**config.mk**
```make
export PLATFORM = sky130hd
export DESIGN_NAME = pc_seq
export DESIGN_NICKNAME = d
export VERILOG_FILES = /design/src/rtl/pc_seq.sv
export SDC_FILE = /design/constraint.sdc
export NUM_CORES = 1
export LEC_CHECK = 0
export BUFFER_PORTS_ARGS = -buffer_cell sky130_fd_sc_hd__buf_4
export CAP_MARGIN = 20
export CORE_MARGIN = 10
export CORE_UTILIZATION = 25
export CTS_CLUSTER_DIAMETER = 60
export DETAILED_ROUTE_END_ITERATION = 8
export SLEW_MARGIN = 10
export SYNTH_ARGS = -nofsm -noshare
export SYNTH_HDL_FRONTEND = slang
export SYNTH_SLANG_ARGS = --single-unit
export TNS_END_PERCENT = 5
```
**constraint.sdc**
```tcl
create_clock -name clk -period 2 [get_ports clk]
set_input_delay 0.3 -clock clk [delete_from_list [all_inputs] [get_ports clk]]
set_output_delay 0.3 -clock clk [all_outputs]
set_load 0.01 [all_outputs]
```
**src/rtl/pc_seq.sv**
```systemverilog
module pc_seq #(
  parameter int PC_W    = 10,
  parameter int DEPTH   = 2,
  parameter int RST_VEC = 0,
  parameter int EXT_VEC = 4,
  parameter int TMR_VEC = 8
) (
  input  logic            clk,
  input  logic            rst_n,
  input  logic            inc,
  input  logic            jmp,
  input  logic            call,
  input  logic            ret,
  input  logic            reti,
  input  logic [PC_W-1:0] target,
  input  logic            gie_wr,
  input  logic            gie_val,
  input  logic            ext_en,
  input  logic            tmr_en,
  input  logic            ext_pin,
  input  logic            tmr_ovf,
  output logic [PC_W-1:0] pc,
  output logic            gie,
  output logic            ext_pend,
  output logic            tmr_pend,
  output logic            stack_full,
  output logic            push_err
);
  localparam int SP_W = $clog2(DEPTH + 1);

  logic [PC_W-1:0] pc_q, pc_d, top, push_val;
  logic [PC_W-1:0] stk [DEPTH];
  logic [SP_W-1:0] sp_q;
  logic gie_q, ext_pend_q, tmr_pend_q, ext_pin_q, err_q;

  wire full   = (sp_q == SP_W'(DEPTH));
  wire empty  = (sp_q == '0);
  wire ext_ok = ext_pend_q & ext_en;
  wire tmr_ok = tmr_pend_q & tmr_en;
  wire take     = gie_q & ~full & (ext_ok | tmr_ok);
  wire take_ext = take & ext_ok;
  wire take_tmr = take & ~ext_ok;

  wire do_reti = ~take & reti;
  wire do_ret  = ~take & ~reti & ret;
  wire do_call = ~take & ~reti & ~ret & call;
  wire do_jmp  = ~take & ~reti & ~ret & ~call & jmp;
  wire do_inc  = ~take & ~reti & ~ret & ~call & ~jmp & inc;

  wire pop  = (do_reti | do_ret) & ~empty;
  wire push = take | (do_call & ~full);

  assign push_val = take ? pc_q : pc_q + 1'b1;

  always_comb begin
    top = '0;
    for (int i = 0; i < DEPTH; i++)
      if (sp_q == SP_W'(i + 1)) top = stk[i];
  end

  always_comb begin
    pc_d = pc_q;
    if (take_ext)                pc_d = PC_W'(EXT_VEC);
    else if (take_tmr)           pc_d = PC_W'(TMR_VEC);
    else if (pop)                pc_d = top;
    else if (do_call && !full)   pc_d = target;
    else if (do_jmp)             pc_d = target;
    else if (do_inc)             pc_d = pc_q + 1'b1;
  end

  always_ff @(posedge clk or negedge rst_n) begin
    if (!rst_n) begin
      pc_q       <= PC_W'(RST_VEC);
      sp_q       <= '0;
      gie_q      <= 1'b0;
      ext_pend_q <= 1'b0;
      tmr_pend_q <= 1'b0;
      ext_pin_q  <= 1'b0;
      err_q      <= 1'b0;
    end else begin
      pc_q       <= pc_d;
      ext_pin_q  <= ext_pin;
      ext_pend_q <= (ext_pend_q & ~take_ext) | (ext_pin & ~ext_pin_q);
      tmr_pend_q <= (tmr_pend_q & ~take_tmr) | tmr_ovf;
      err_q      <= err_q | (do_call & full);
      if (push)     sp_q <= sp_q + 1'b1;
      else if (pop) sp_q <= sp_q - 1'b1;
      if (take)         gie_q <= 1'b0;
      else if (do_reti) gie_q <= 1'b1;
      else if (gie_wr)  gie_q <= gie_val;
    end
  end

  for (genvar g = 0; g < DEPTH; g++) begin : g_slot
    always_ff @(posedge clk or negedge rst_n) begin
      if (!rst_n)                           stk[g] <= '0;
      else if (push && sp_q == SP_W'(g))    stk[g] <= push_val;
    end
  end

  assign pc         = pc_q;
  assign gie        = gie_q;
  assign ext_pend   = ext_pend_q;
  assign tmr_pend   = tmr_pend_q;
  assign stack_full = full;
  assign push_err   = err_q;


  sp_bound_chk: assert property (@(posedge clk) disable iff (!rst_n)
    sp_q <= SP_W'(DEPTH));


  full_block_chk: assert property (@(posedge clk) disable iff (!rst_n)
    full |-> !take);


  one_source_chk: assert property (@(posedge clk) disable iff (!rst_n)
    $onehot0({take_ext, take_tmr}));


  ext_vec_chk: assert property (@(posedge clk) disable iff (!rst_n)
    take_ext |=> pc == PC_W'(EXT_VEC));


  tmr_vec_chk: assert property (@(posedge clk) disable iff (!rst_n)
    take_tmr |=> pc == PC_W'(TMR_VEC));


  gie_drop_chk: assert property (@(posedge clk) disable iff (!rst_n)
    take |=> !gie);


  reti_gie_chk: assert property (@(posedge clk) disable iff (!rst_n)
    (reti && !take) |=> gie);


  err_sticky_chk: assert property (@(posedge clk) disable iff (!rst_n)
    $past(push_err) |-> push_err);
endmodule

```
### After elaboration in Yosys (flattened, before gate mapping)

Index checks and enable logic that the tools add are counted.

| storage, ports and cells | value |
|---|---|
| register bits after elaboration | 37 |
| logic and storage cells | 74 |

| operators by class | value |
|---|---|
| equality and inequality tests | 2 |
| bitwise operators | 38 |
| muxes and demuxes | 14 |
| reduce and logical (&&, ||, !) cells | 8 |
| add/sub/neg operators | 3 |

Operators with widths:

| cell | count |
|---|---|
| 10-bit two-way mux | 9 |
| 1-bit AND | 21 |
| 1-bit NOT | 11 |
| 10-bit by 1-bit adder with 10-bit output (second input constant) | 1 |
| 1-bit OR | 6 |
| 6-bit nonzero test | 1 |
| 2-bit two-way mux | 2 |
| 1-bit logical AND | 3 |
| 1-bit two-way mux | 3 |
| 3-bit nonzero test | 1 |
| 2-bit by 1-bit adder with 2-bit output (second input constant) | 1 |
| 2-bit by 1-bit equality test with 1-bit output (second input constant) | 1 |
| 2-bit equality test (second input constant) | 1 |
| 2-bit logical NOT | 1 |
| 2-bit nonzero test | 1 |
| 2-bit by 1-bit subtractor with 2-bit output (second input constant) | 1 |
| 1-bit logical NOT | 1 |

### Depth between registers and ports, before layout

| logic depth | value |
|---|---|
| word-level depth | 16 |
| depth in mapped cells | 8 |
| gate-level depth less buffers | 7 |

### Worst setup path before layout

No wires, ideal clock.

| timing | value |
|---|---|
| path type | reg-to-reg |
| start point | register sp_q[0] |
| end point | register stk[6] (netlist bit) |
| data arrival time | 1.807 ns |
| setup slack | 0.068 ns |
| period minus slack after synthesis | 1.932 ns |
| stages on the path, launching flop included | 9 |
| path buffers | 1 |
| cells stage by stage | dfrtp_1 inv_1 ha_1 nand2b_1 nor2_1 buf_2 nor2_1 xnor2_1 o21ai_1 |

| between the ends | value |
|---|---|
| cells in the longest elaborated chain, start to end | 11 |
| elaborated cells on any way between the ends | 13 |

RTL lines:

| element | line | text |
|---|---|---|
| from (decl) | 33 | `logic [SP_W-1:0] sp_q;` |
| from (signal assigned) | 86 | `if (push) sp_q <= sp_q + 1'b1;` |
| from (signal assigned) | 87 | `else if (pop) sp_q <= sp_q - 1'b1;` |
| 2-bit equality test (*) | 36 | `wire full = (sp_q == SP_W'(DEPTH));` |
| via stack_full | 26 | `output logic stack_full,` |
| 1-bit NOT (*) | 40, 51 |  |
| 1-bit AND (2 in a row) | 40 | `wire take = gie_q & ~full & (ext_ok \| tmr_ok);` |
| 1-bit NOT | 46 | `wire do_call = ~take & ~reti & ~ret & call;` |
| 1-bit AND (3 in a row) | 46 |  |
| 1-bit AND | 51 | `wire push = take \| (do_call & ~full);` |
| 1-bit OR | 51 |  |
| 1-bit logical AND | 97 | `else if (push && sp_q == SP_W'(g)) stk[g] <= push_val;` |
| to (signal, indexed assignment) | 97 |  |
| to (decl) | 32 | `logic [PC_W-1:0] stk [DEPTH];` |

The timed path passes the listed nets; every way through them passes the cells marked *.
A chain may end at the register's enable or synchronous reset.

### Worst setup path in the final report

| timing | value |
|---|---|
| start point | register sp_q[0] |
| end point | register pc_q[8] (netlist: pc[8]) |

| between the ends | value |
|---|---|
| cells in the longest elaborated chain, start to end | 14 |
| elaborated cells on any way between the ends | 31 |

RTL lines:

| element | line | text |
|---|---|---|
| 2-bit equality test | 36, 58 |  |
| 1-bit NOT | 40 |  |
| 1-bit AND (2 in a row) | 40 |  |
| 1-bit NOT | n/a |  |
| 1-bit AND | n/a |  |
| 1-bit AND | 46, 47, 48 |  |
| 1-bit AND | 47, 48 |  |
| 1-bit AND | 47 | `wire do_jmp = ~take & ~reti & ~ret & ~call & jmp;` |
| 10-bit two-way mux | 67 | `else if (do_jmp) pc_d = target;` |
| 10-bit two-way mux | 66 | `else if (do_call && !full) pc_d = target;` |
| 10-bit two-way mux | 65 | `else if (pop) pc_d = top;` |
| 10-bit two-way mux | 64 | `else if (take_tmr) pc_d = PC_W'(TMR_VEC);` |
| 10-bit two-way mux | 63 | `if (take_ext) pc_d = PC_W'(EXT_VEC);` |
| to (signal assigned) | 73 | `pc_q <= PC_W'(RST_VEC);` |
| to (signal assigned) | 81 | `pc_q <= pc_d;` |
| to (decl) | 31 | `logic [PC_W-1:0] pc_q, pc_d, top, push_val;` |

Parallel ways exist; a longest one is shown, timed or not.

==> flow_summary.ini <==
[outcome]
run_status = finished clean

[detailed_routing]
post_drt_wl_per_cell_um = 15.8
drt_iter0_drc = 179
drtPass1Iterations = 4
routed_via_density = 4.98
dr_total_vias = 2037
post-route-drc-count = 0
routed_wl_um = 6480
postRouteAntennaNets = 0

[sta]
max_slew_margin_pct = 55.6
setup_viol = 0
hold_viol_final = 0
skew_ps = 3.14
period_share_pct = 94.2
layout_setup_ws_ps = 117
maxSlewViolCount = 0
rsz0062_at_grt = true
tightestPinTransition_ps = 665
max_freq_mhz = 531
fin_tns_setup_ps = 0
post-route-min-period_ps = 1880

[placed_design]
port_buffers = 37
dp_hpwl_um = 5020
dp_slack_ps = 71.8
gp_congestion = 0.872

[critical_path]
crit_type = reg -> reg
cp_data_required_time_ps = 2240
start_kind = flip-flop
worstRegToRegCells = 8
r2r-end = pc[8]$_DFFE_PN0P_
critPathCaptureType = flip-flop
regToRegStartpoint = sp_q[0]$_DFFE_PN0P_
r2r_setup_slack_ps = 120
cp_max_fo = 10
critPathArrivalTime_ps = 2120

[finish]
final_nets = 330
drive_above_1_share_pct = 28.0
final_common_cell = buf_4
final_cell_mix = 57 x buf_4, 49 x nand2_1, 37 x dfrtp_1
antennaDiodeCount = 0
area_delta_synth_final_pct = 29.5

[die]
die-width_um = 113
fp.dieArea_sq_um = 12800
io_pins = 38
core_area_sq_um = 8340
die_h_um = 113
initial_core_util_pct = 26.0
rows = 33

[hold_path]
worstHoldPathCells = 1
hold_path.class = in -> reg
min_to = ext_pin_q$_DFF_PN0_
hp-start = ext_pin

[power_and_ir_drop]
leakagePower_nw = 1.24
ir_worst_vdd_uv = 800
powerDensity_nw_per_um2 = 1410

[grt]
grt_use_total_pct = 10.2
grt_pass1_wl_um = 10700
overflow = 0
grt_max_degree = 38
antenna_found_initial = 0
grt_pass1_vias = 2070

[clock_network]
insertion_delay_ps = 300
cts.sinks = 37
path_clk_slew_ps = 70
htree_levels = 2
cts_buffer_depth = 2
clock-root-buffer = clkbuf_8
cts_buffers = 5
cts_tree = done

[yosys]
syn-num-nets = 274
avgSynthCellArea_sq_um = 8.77
postSynthCellCount = 247
synthesis.area_sq_um = 2170
synth.distinct_cells = 52
yosysSeqAreaShare_pct = 42.7
ys_ff_latch = 37
ys_warn_count = 0

[flow_run]
maxCapViolations = 0
-- repair_timing --
action                                 in CTS  in global routing
setup endpoints to repair                   0                  8
buffers inserted                            0                  0
endpoints found under the hold margin      37                  0
hold buffers                                1                  0
resized for setup                           0                  9
-- report_power, final --
| group | switching [mW] | internal, mW | leakage [nW] |
|---|---|---|---|
| Clock | 0.275 | 0.242 | 0.0450 |
| Combinational | 1.15 | 0.959 | 0.721 |
| Sequential | 0.260 | 1.06 | 0.470 |
-- critical path: stages, from the launching register on --
cell,delay (ps)
dfrtp_1,380
inv_1,80
ha_1,260
nor2b_1,100
nand2b_1,330
buf_4,220
o221ai_1,130
a31oi_1,170
o22a_1,150
-- metrics by stage --
stage          utilization (%)  instance area [sq um]  std cells  hold WS (ps)  total power [mW]
2_1_floorplan                -                   2170        247          4.41              2.53
5_1_grt                   33.6                   2810        409           103              4.29
3_5_place_dp              32.3                   2690        400           297              3.41
3_3_place_gp              32.3                   2690        400           300              3.39
4_1_cts                   33.4                   2780        409           116              3.93
6_report                  33.6                   2810        409           113              3.95
-- state kept, by name, indices dropped and copies added, names as in the netlist --
register	flops
push_err	1
sp_q	2
gie	1
ext_pin_q	1
ext_pend	1
tmr_pend	1
stk	20
pc	10
-- final cells by class --
class | instances | area, sq um
clock inverters | 2 | 10.0
multi-input cells | 194 | 1190
repair buffers | 60 | 460
clock buffers | 6 | 72.6
flip-flops and latches | 37 | 926
well taps | 105 | 131
inverters | 5 | 18.8
fillers | 893 | 5530
-- cell families (layout without fill, tap and decap cells) --
logic type,count (synthesis),count (layout),synth area share (%)
buffers and inverters,16,73,3.18
DFF,37,37,42.7
AOI/OAI and AO/OA,76,76,23.8
and+or+nand+nor,98,98,21.1
adders and majority gates,4,4,2.31
xor gates and xnor gates,12,12,4.85
muxes,4,4,2.02
-- worst max path at each step --
stage,endpoint,depth (start not counted),start
after global routing,pc[7]$_DFFE_PN0P_,8,sp_q[0]$_DFFE_PN0P_
after CTS,pc[8]$_DFFE_PN0P_,8,sp_q[0]$_DFFE_PN0P_
final,pc[8]$_DFFE_PN0P_,8,sp_q[0]$_DFFE_PN0P_
after detailed placement,pc[8]$_DFFE_PN0P_,8,sp_q[0]$_DFFE_PN0P_
after floorplan,stk[6]$_DFFE_PN0P_,8,sp_q[0]$_DFFE_PN0P_
after global placement,pc[8]$_DFFE_PN0P_,8,sp_q[0]$_DFFE_PN0P_
-- synthesized netlist by cell type, drive strengths merged --
cell type / n / share of area (%)
o311ai: 4 / 2.0
nor2: 15 / 2.7
mux2: 3 / 1.6
a2bb2oi: 1 / 0.40
nand2: 51 / 9.1
o211a: 1 / 0.46
xor2: 4 / 1.6
o211ai: 1 / 0.35
or4: 1 / 0.52
xnor2: 8 / 3.2
nor2b: 2 / 0.58
dfrtp: 37 / 43
o32ai: 1 / 1.3
o31ai: 1 / 0.35
mux2i: 1 / 0.46
a22oi: 2 / 0.69
clkbuf: 4 / 0.69
o22a: 2 / 0.81
and3: 3 / 0.92
a31oi: 6 / 1.7
nor3: 3 / 0.69
o221ai: 2 / 0.81
a21o: 3 / 1.0
ha: 4 / 2.3
o22ai: 2 / 0.58
nand4: 2 / 0.58
or3: 2 / 0.64
and3b: 2 / 0.81
buf: 7 / 1.6
nand2b: 4 / 1.2
o21bai: 1 / 0.35
o21ai: 31 / 7.2
a221o: 1 / 0.46
a211oi: 7 / 2.4
or2: 2 / 0.58
inv: 5 / 0.87
o221a: 1 / 0.52
nand3: 10 / 2.5
a21oi: 8 / 2.0
a31o: 1 / 0.40
nand3b: 1 / 0.35
-- routing by layer --
layer  global-route usage [%]  vias to the layer above  routed length (um)
li1                         -                      996                   -
met1                     12.6                      958                2860
met2                     16.1                       76                3010
met3                     3.91                        7                 555
met4                     2.62                        0                  59
met5                        0                        -                   0
No activity file was read; power rests on OpenSTA's default activity.
